==> src/rtl/mpf_pkg.sv <==
package mpf_pkg;

   typedef enum logic [1:0] {
      MPF_PASS       = 2'b00,
      MPF_ADDR_ONLY  = 2'b01,
      MPF_MATCH_ALL  = 2'b10,
      MPF_MATCH_DATA = 2'b11
   } mpf_mode_e;

   typedef struct packed {
      logic vld;
      logic is_addr;
      logic new_frame;
   } mpf_flags_t;

endpackage

==> src/rtl/mpf_addr_cmp.sv <==
module mpf_addr_cmp #(
   parameter int DATA_W = 8
) (
   input  logic [DATA_W-1:0] rx_byte,
   input  logic [DATA_W-1:0] station_addr,
   output logic              addr_match
);
   always_comb addr_match = (rx_byte == station_addr);
endmodule

==> src/rtl/mpf_frame_tracker.sv <==
module mpf_frame_tracker
   import mpf_pkg::*;
(
   input  logic      clk,
   input  logic      rst_n,
   input  mpf_mode_e eff_mode,
   input  logic      rx_valid,
   input  logic      rx_is_addr,
   input  logic      addr_match,
   output logic      acc_now,
   output logic      pend_now
);
   mpf_mode_e mode_q;
   logic      acc_q, pend_q, acc_d, pend_d;
   logic      cfg_chg, filt;

   always_comb begin
      cfg_chg  = (mode_q != eff_mode);
      filt     = eff_mode[1];
      acc_now  = acc_q & ~cfg_chg;
      pend_now = pend_q & ~cfg_chg;
      acc_d    = acc_now;
      pend_d   = pend_now;
      if (rx_valid && filt) begin
         if (rx_is_addr) begin
            acc_d  = addr_match;
            pend_d = addr_match;
         end else if (acc_now) begin
            pend_d = 1'b0;
         end
      end
   end

   always_ff @(posedge clk) begin
      if (!rst_n) begin
         mode_q <= MPF_PASS;
         acc_q  <= 1'b0;
         pend_q <= 1'b0;
      end else begin
         mode_q <= eff_mode;
         acc_q  <= acc_d;
         pend_q <= pend_d;
      end
   end


   mismatch_closes_chk: assert property (@(posedge clk) disable iff (!rst_n)
      (rx_valid && eff_mode[1] && rx_is_addr && !addr_match) |=> !acc_q);


   pend_needs_acc_chk: assert property (@(posedge clk) disable iff (!rst_n)
      pend_q |-> acc_q);

endmodule

==> src/rtl/mpf_event_gen.sv <==
module mpf_event_gen
   import mpf_pkg::*;
(
   input  mpf_mode_e  eff_mode,
   input  logic       rx_valid,
   input  logic       rx_is_addr,
   input  logic       addr_match,
   input  logic       acc_now,
   input  logic       pend_now,
   output mpf_flags_t flags
);
   always_comb begin
      flags.is_addr = rx_is_addr;
      unique case (eff_mode)
         MPF_PASS:       flags.vld = rx_valid;
         MPF_ADDR_ONLY:  flags.vld = rx_valid & rx_is_addr;
         MPF_MATCH_ALL:  flags.vld = rx_valid & (rx_is_addr ? addr_match : acc_now);
         MPF_MATCH_DATA: flags.vld = rx_valid & ~rx_is_addr & acc_now;
         default:        flags.vld = 1'b0;
      endcase
      flags.new_frame = flags.vld & eff_mode[1] & ~rx_is_addr & pend_now;
   end
endmodule

==> src/rtl/mp_addr_filter.sv <==
module mp_addr_filter
   import mpf_pkg::*;
#(
   parameter int DATA_W  = 8,
   parameter int OUT_REG = 1
) (
   input  logic              clk,
   input  logic              rst_n,
   input  logic              mp_en,
   input  logic [1:0]        mp_mode,
   input  logic [DATA_W-1:0] station_addr,
   input  logic              rx_valid,
   input  logic [DATA_W-1:0] rx_byte,
   input  logic              rx_is_addr,
   output logic              evt_valid,
   output logic [DATA_W-1:0] evt_byte,
   output logic              evt_is_addr,
   output logic              evt_new_frame
);
   if (DATA_W < 1) begin : g_bad_width
      $error("mp_addr_filter: DATA_W must be at least 1");
   end
   if (OUT_REG != 0 && OUT_REG != 1) begin : g_bad_outreg
      $error("mp_addr_filter: OUT_REG must be 0 or 1");
   end

   mpf_mode_e  eff_mode;
   logic       addr_match, acc_now, pend_now;
   mpf_flags_t flags;

   always_comb eff_mode = mpf_mode_e'(mp_en ? mp_mode : 2'b00);

   mpf_addr_cmp #(.DATA_W(DATA_W)) u_cmp (
      .rx_byte      (rx_byte),
      .station_addr (station_addr),
      .addr_match   (addr_match)
   );

   mpf_frame_tracker u_trk (
      .clk        (clk),
      .rst_n      (rst_n),
      .eff_mode   (eff_mode),
      .rx_valid   (rx_valid),
      .rx_is_addr (rx_is_addr),
      .addr_match (addr_match),
      .acc_now    (acc_now),
      .pend_now   (pend_now)
   );

   mpf_event_gen u_evt (
      .eff_mode   (eff_mode),
      .rx_valid   (rx_valid),
      .rx_is_addr (rx_is_addr),
      .addr_match (addr_match),
      .acc_now    (acc_now),
      .pend_now   (pend_now),
      .flags      (flags)
   );

   if (OUT_REG == 1) begin : g_out_reg
      mpf_flags_t       flags_q;
      logic [DATA_W-1:0] byte_q;

      always_ff @(posedge clk) begin
         if (!rst_n) begin
            flags_q <= '0;
            byte_q  <= '0;
         end else begin
            flags_q <= flags;
            if (flags.vld) byte_q <= rx_byte;
         end
      end

      always_comb begin
         evt_valid     = flags_q.vld;
         evt_is_addr   = flags_q.is_addr;
         evt_new_frame = flags_q.new_frame;
         evt_byte      = byte_q;
      end


      bypass_passes_chk: assert property (@(posedge clk) disable iff (!rst_n)
         (rx_valid && !mp_en) |=> (evt_valid && !evt_new_frame));


      addr_only_no_data_chk: assert property (@(posedge clk) disable iff (!rst_n)
         (rx_valid && mp_en && mp_mode == 2'b01 && !rx_is_addr) |=> !evt_valid);


      data_only_no_addr_chk: assert property (@(posedge clk) disable iff (!rst_n)
         (rx_valid && mp_en && mp_mode == 2'b11 && rx_is_addr) |=> !evt_valid);


      idle_no_event_chk: assert property (@(posedge clk) disable iff (!rst_n)
         !rx_valid |=> !evt_valid);
   end else begin : g_out_comb
      always_comb begin
         evt_valid     = flags.vld;
         evt_is_addr   = flags.is_addr;
         evt_new_frame = flags.new_frame;
         evt_byte      = rx_byte;
      end
   end


   new_frame_on_data_chk: assert property (@(posedge clk) disable iff (!rst_n)
      evt_new_frame |-> (evt_valid && !evt_is_addr));

endmodule

==> config.mk <==
export PLATFORM = sky130hd
export DESIGN_NAME = mp_addr_filter
export DESIGN_NICKNAME = d
export VERILOG_FILES = /design/src/rtl/mpf_pkg.sv /design/src/rtl/mpf_addr_cmp.sv /design/src/rtl/mpf_frame_tracker.sv /design/src/rtl/mpf_event_gen.sv /design/src/rtl/mp_addr_filter.sv
export SDC_FILE = /design/constraint.sdc
export NUM_CORES = 1
export LEC_CHECK = 0
export ABC_AREA = 1
export CORE_ASPECT_RATIO = 1.5
export CORE_UTILIZATION = 35
export CTS_CLUSTER_SIZE = 16
export DETAILED_ROUTE_END_ITERATION = 12
export DONT_BUFFER_PORTS = 1
export GPL_TIMING_DRIVEN = 0
export SYNTH_ARGS = -nofsm -noshare
export SYNTH_HDL_FRONTEND = slang
export SYNTH_HIERARCHICAL = 1
export SYNTH_SLANG_ARGS = --single-unit
==> constraint.sdc <==
create_clock -name clk -period 2.7 [get_ports clk]
set_clock_uncertainty 0.05 [all_clocks]
set_input_delay 0.54 -clock clk [delete_from_list [all_inputs] [get_ports clk]]
set_output_delay 0.54 -clock clk [all_outputs]
set_load 0.005 [all_outputs]
* Yosys cells after proc, flatten, opt, wreduce, memory -nomap -nowiden
Cells that the tools add are included.
** Storage, ports and cells
- Memory bits (read-only) :: 0
- Logic and storage cells :: 32
- Bits in writable memories :: 0
- Flip-flop bits (word level) :: 15
- Input bits :: 23
- Latch bits :: 0
- Output and inout port bits :: 11
- Memories :: 0
** Operators by class
- Bitwise operators :: 11
- Shift-type cells :: 0
- Equal/unequal tests :: 5
- Reduce and logical (&&, ||, !) cells :: 2
- Add/subtract/negate cells :: 0
- Divide/modulo/power cells :: 0
- Multiplexer cells :: 7
- $mul :: 0
- Order comparisons :: 0
** Operators with widths (number)
- 1-bit bitwise AND :: 9
- 8-bit == test :: 1
- 1-bit two-way mux :: 5
- 2-bit == test, second input constant :: 2
- 1-bit one-hot mux with 4 select lines :: 1
- 2-bit by 1-bit == test with 1-bit output, second input constant :: 1
- 2-bit zero test :: 1
- 2-bit two-way mux :: 1
- 2-bit != test :: 1
- 1-bit inverter :: 2
- 1-bit logical AND :: 1

* Logic depth before layout (Yosys ltp)
- Word-level depth :: 10
- Gate-level depth with buffers :: 18
- Gate-level depth less buffers :: 16

* Hierarchy
Netlist, hierarchy kept.
** By module, submodules not included
- mp_addr_filter :: area an instance 447.9 um^2, cells each 64, times used 1
- mpf_frame_tracker :: area an instance 224.0 um^2, cells each 31, times used 1
- mpf_addr_cmp :: area an instance 165.2 um^2, cells each 44, times used 1
- mpf_event_gen :: area an instance 118.9 um^2, cells each 21, times used 1

* Worst setup path before layout
OpenSTA, ideal clock, no wires.
- Kind :: input-to-reg
- From :: in mp_mode[1]
- To :: reg g_out_reg.byte_q[5] (netlist: evt_byte[5])
- Arrival :: 1.774 ns
- Cell stages on the path :: 17
- Required time :: 2.538 ns
- Path buffers :: 2
- Setup slack :: 0.764 ns
- Setup time :: 0.112 ns
- Cell sequence :: nand2_1 -> inv_1 -> nand2_1 -> nand2_1 -> nand2_2 -> nor2_4 -> nand2_1 -> nand2_1 -> nand3_1 -> nand2_1 -> nand2_2 -> inv_1 -> buf_6 -> buf_6 -> nand2_2 -> nand2_2 -> nor2_2
** RTL lines
- from (decl) :: line mp_addr_filter.sv:10 : input logic [1:0] mp_mode,
- to (signal assigned) :: line mp_addr_filter.sv:70 : if (flags.vld) byte_q <= rx_byte;
- to (decl) :: line mp_addr_filter.sv:62 : logic [DATA_W-1:0] byte_q;

==> flow_summary.toml <==
[finish]
nFillCells = 286
nets = 191
layout_common_cells = "51 x nand2_1, 41 x inv_1, 27 x nor2_1"
final_common_cell = "nand2_1"
drive_gt1_share_pct = 12.8
design_area_um2 = 1030
synthToLayoutAreaGrowth_pct = 7.59
n_antenna_cell = 0
instances_no_fill = 200

[placed_design]
placed_cell_area_um2 = 1000
gp_congestion = 0.751
portBuffers = 0
dp_hpwl_um = 1450
dpl.cell_count = 196

[floorplanning]
io_pins = 34
dieArea_um2 = 2950
num_rows = 22
core_area_um2 = 2500
die_h_um = 66.0
start_util_pct = 38.2
die_w_um = 44.7

[drt]
drt_first_pass_iters = 4
num_vias = 853
drt_iter0_markers = 16
routed_wl_um = 1720
vias_per_cell = 4.27
drc_errors = 0
drt.antenna.violating_nets = 0
avgRoutedWirePerCell_um = 8.60

[global_route]
grt_max_degree = 11
grt_antenna_before_repair = 0
first_global_vias = 820
grt_usage_pct = 13.2
grt_overflow = 0
grt_pass1_wl_um = 2890

[critical_path]
cpPeakStageDelay_ps = 180
crit_buf_inv = 4
r2r-end = "evt_byte[5]"
endpoint = "evt_byte[5]"
worstSetupStartpoint = "mp_mode[1]"
worstPathArrival_ps = 1950
cp_slowest_cell = "inv_1"
worst_setup_path_start_kind = "input port"
r2r-start = "u_trk/mode_q[0]"
cp.required_ps = 2840
crit_path_end_kind = "flip-flop"
crit_cells = 17
reg2regPathDepth = 14
worstSetupPathType = "in2reg"
crit_family = "simple AND/OR/NAND/NOR gates"
cp_max_fo = 10
worstPathCellList = "nand2_1 > inv_1 > nand2_1 > nand2_1 > nand2_2 > nor2_4 > nand2_1 > nand2_1 > nand3_1 > nand2_1 > nand2_2 > inv_1 > buf_6 > buf_6 > nand2_2 > nand2_2 > nor2_2"
reg2reg_slack_ps = 1030
worst_path_most_repeated_cell = "nand2_1"

[sta]
fmax_mhz = 553
rsz0062_at_grt = "false"
relSlewSlack_pct = 85.0
fin_setup_tns_ps = 0
period_share_pct = 67.0
hold_ws_ps = 300
min_period_ps = 1810
final_hold_viol_count = 0
worst_slew_pin_slew_ps = 224
slew_violations = 0
setup_viol = 0

[pwr]
power_per_cell_area_nw_per_um2 = 437
ir_worst_vdd_mv = 0.303
power_uw = 450
p_leak_uw = 0.000627

[clocking]
numCtsBuffers = 3
cts.sinks = 15
post-cts-setup-buffer-count = 0
cts.htree.levels = 1
cts_tree = "yes"
cts_max_path_buffers = 2
clk_pin_slew_worst_paths_ps = 90
clk_latency_ps = 280
holdBufCountCts = 0
post_cts_resized = 0
cts_root_buffer = "clkbuf_4"

[run]
cap_violations = 0

[outcome]
status = "finished clean"

[yosys]
synth_top_area_cell = "dfxtp_1"
synth_nets = 186
synth.area.top_cells = "dfxtp_1 31%, nand2_1 20%, inv_1 16%"
synth.yosys.seq_area_share_pct = 31.4
synth_area_um2 = 956
syn_avg_cell_area_um2 = 5.97
ys_seq_elements = 15
synth_cell_types = 18
netlist_instances = 160
synth_top_cell_area_share_pct = 31.4
yosysWarnings = 6

[min_path]
hold_path_class = "in2reg"
-- synth_stat cells --
cell	count
ha_1	3
inv_1	41
nor2_4	1
nand2_2	4
nand3_2	1
o21ai_2	1
nand2_1	51
buf_6	2
nand3_1	4
nor2_1	27
nand4_1	1
buf_4	2
nor2_2	3
dfxtp_1	15
inv_2	1
a21oi_2	1
a21oi_1	1
xnor2_2	1
-- registers in the layout (all words and copies together), names as in the netlist --
register,count
u_trk/acc_q,1
evt_valid,1
evt_is_addr,1
evt_new_frame,1
u_trk/mode_q,2
u_trk/pend_q,1
evt_byte,8
-- how the worst min path moves through the flow --
| stage | depth (start not counted) | startpoint | end |
|---|---|---|---|
| after floorplan | 2 | evt_byte[0] | evt_byte[0] |
| after global placement | 2 | evt_byte[4] | evt_byte[4] |
| after detailed placement | 2 | evt_byte[2] | evt_byte[2] |
| after CTS | 2 | rst_n | u_trk/mode_q[0] |
| after global routing | 2 | rst_n | u_trk/mode_q[1] |
| final | 2 | rst_n | u_trk/mode_q[0] |
-- metrics by stage --
step	utilization (%)	worst slack, ps
6_report	41.1	891
5_1_grt	41.1	705
3_5_place_dp	40.0	583
3_3_place_gp	40.0	613
4_1_cts	41.1	899
2_1_floorplan	-	764
-- cells by family (layout without fill, tap and decap cells) --
group                    count (synthesis)  count (layout)  share of synthesized area (%)
buffers and inverters                   46              50                           20.4
flip-flops                              15              15                           31.4
XOR/XNOR                                 1               1                           1.70
adder cells (fa/ha/maj)                  3               3                           3.93
AO/OA/AOI/OAI                            3               3                           2.36
AND/OR/NAND/NOR                         92              92                           40.2
-- where the power goes --
part	internal (uW)	total (uW)	switching [uW]
Clock	55.0	127	72.3
Combinational	33.4	78.9	45.5
Sequential	234	243	8.97
-- layout make-up --
type	count	area, um2	share of cell area (%)
inverter	42	158	15.3
multi-input combinational	99	460	44.8
buffer	4	37.5	3.65
clock buffer	3	22.5	2.19
clock inverter	1	5.00	0.487
tap	36	45.0	4.38
sequential	15	300	29.2
-- metal layers --
| metal | GRT usage [%] | part of all wire [%] |
|---|---|---|
| met2 | 26.3 | 53 |
| met5 | 0 | 0 |
| met4 | 4.55 | 0 |
| met3 | 6.28 | 9.4 |
| met1 | 10.3 | 37 |
Note: power is estimated with default switching activity, not from simulation.
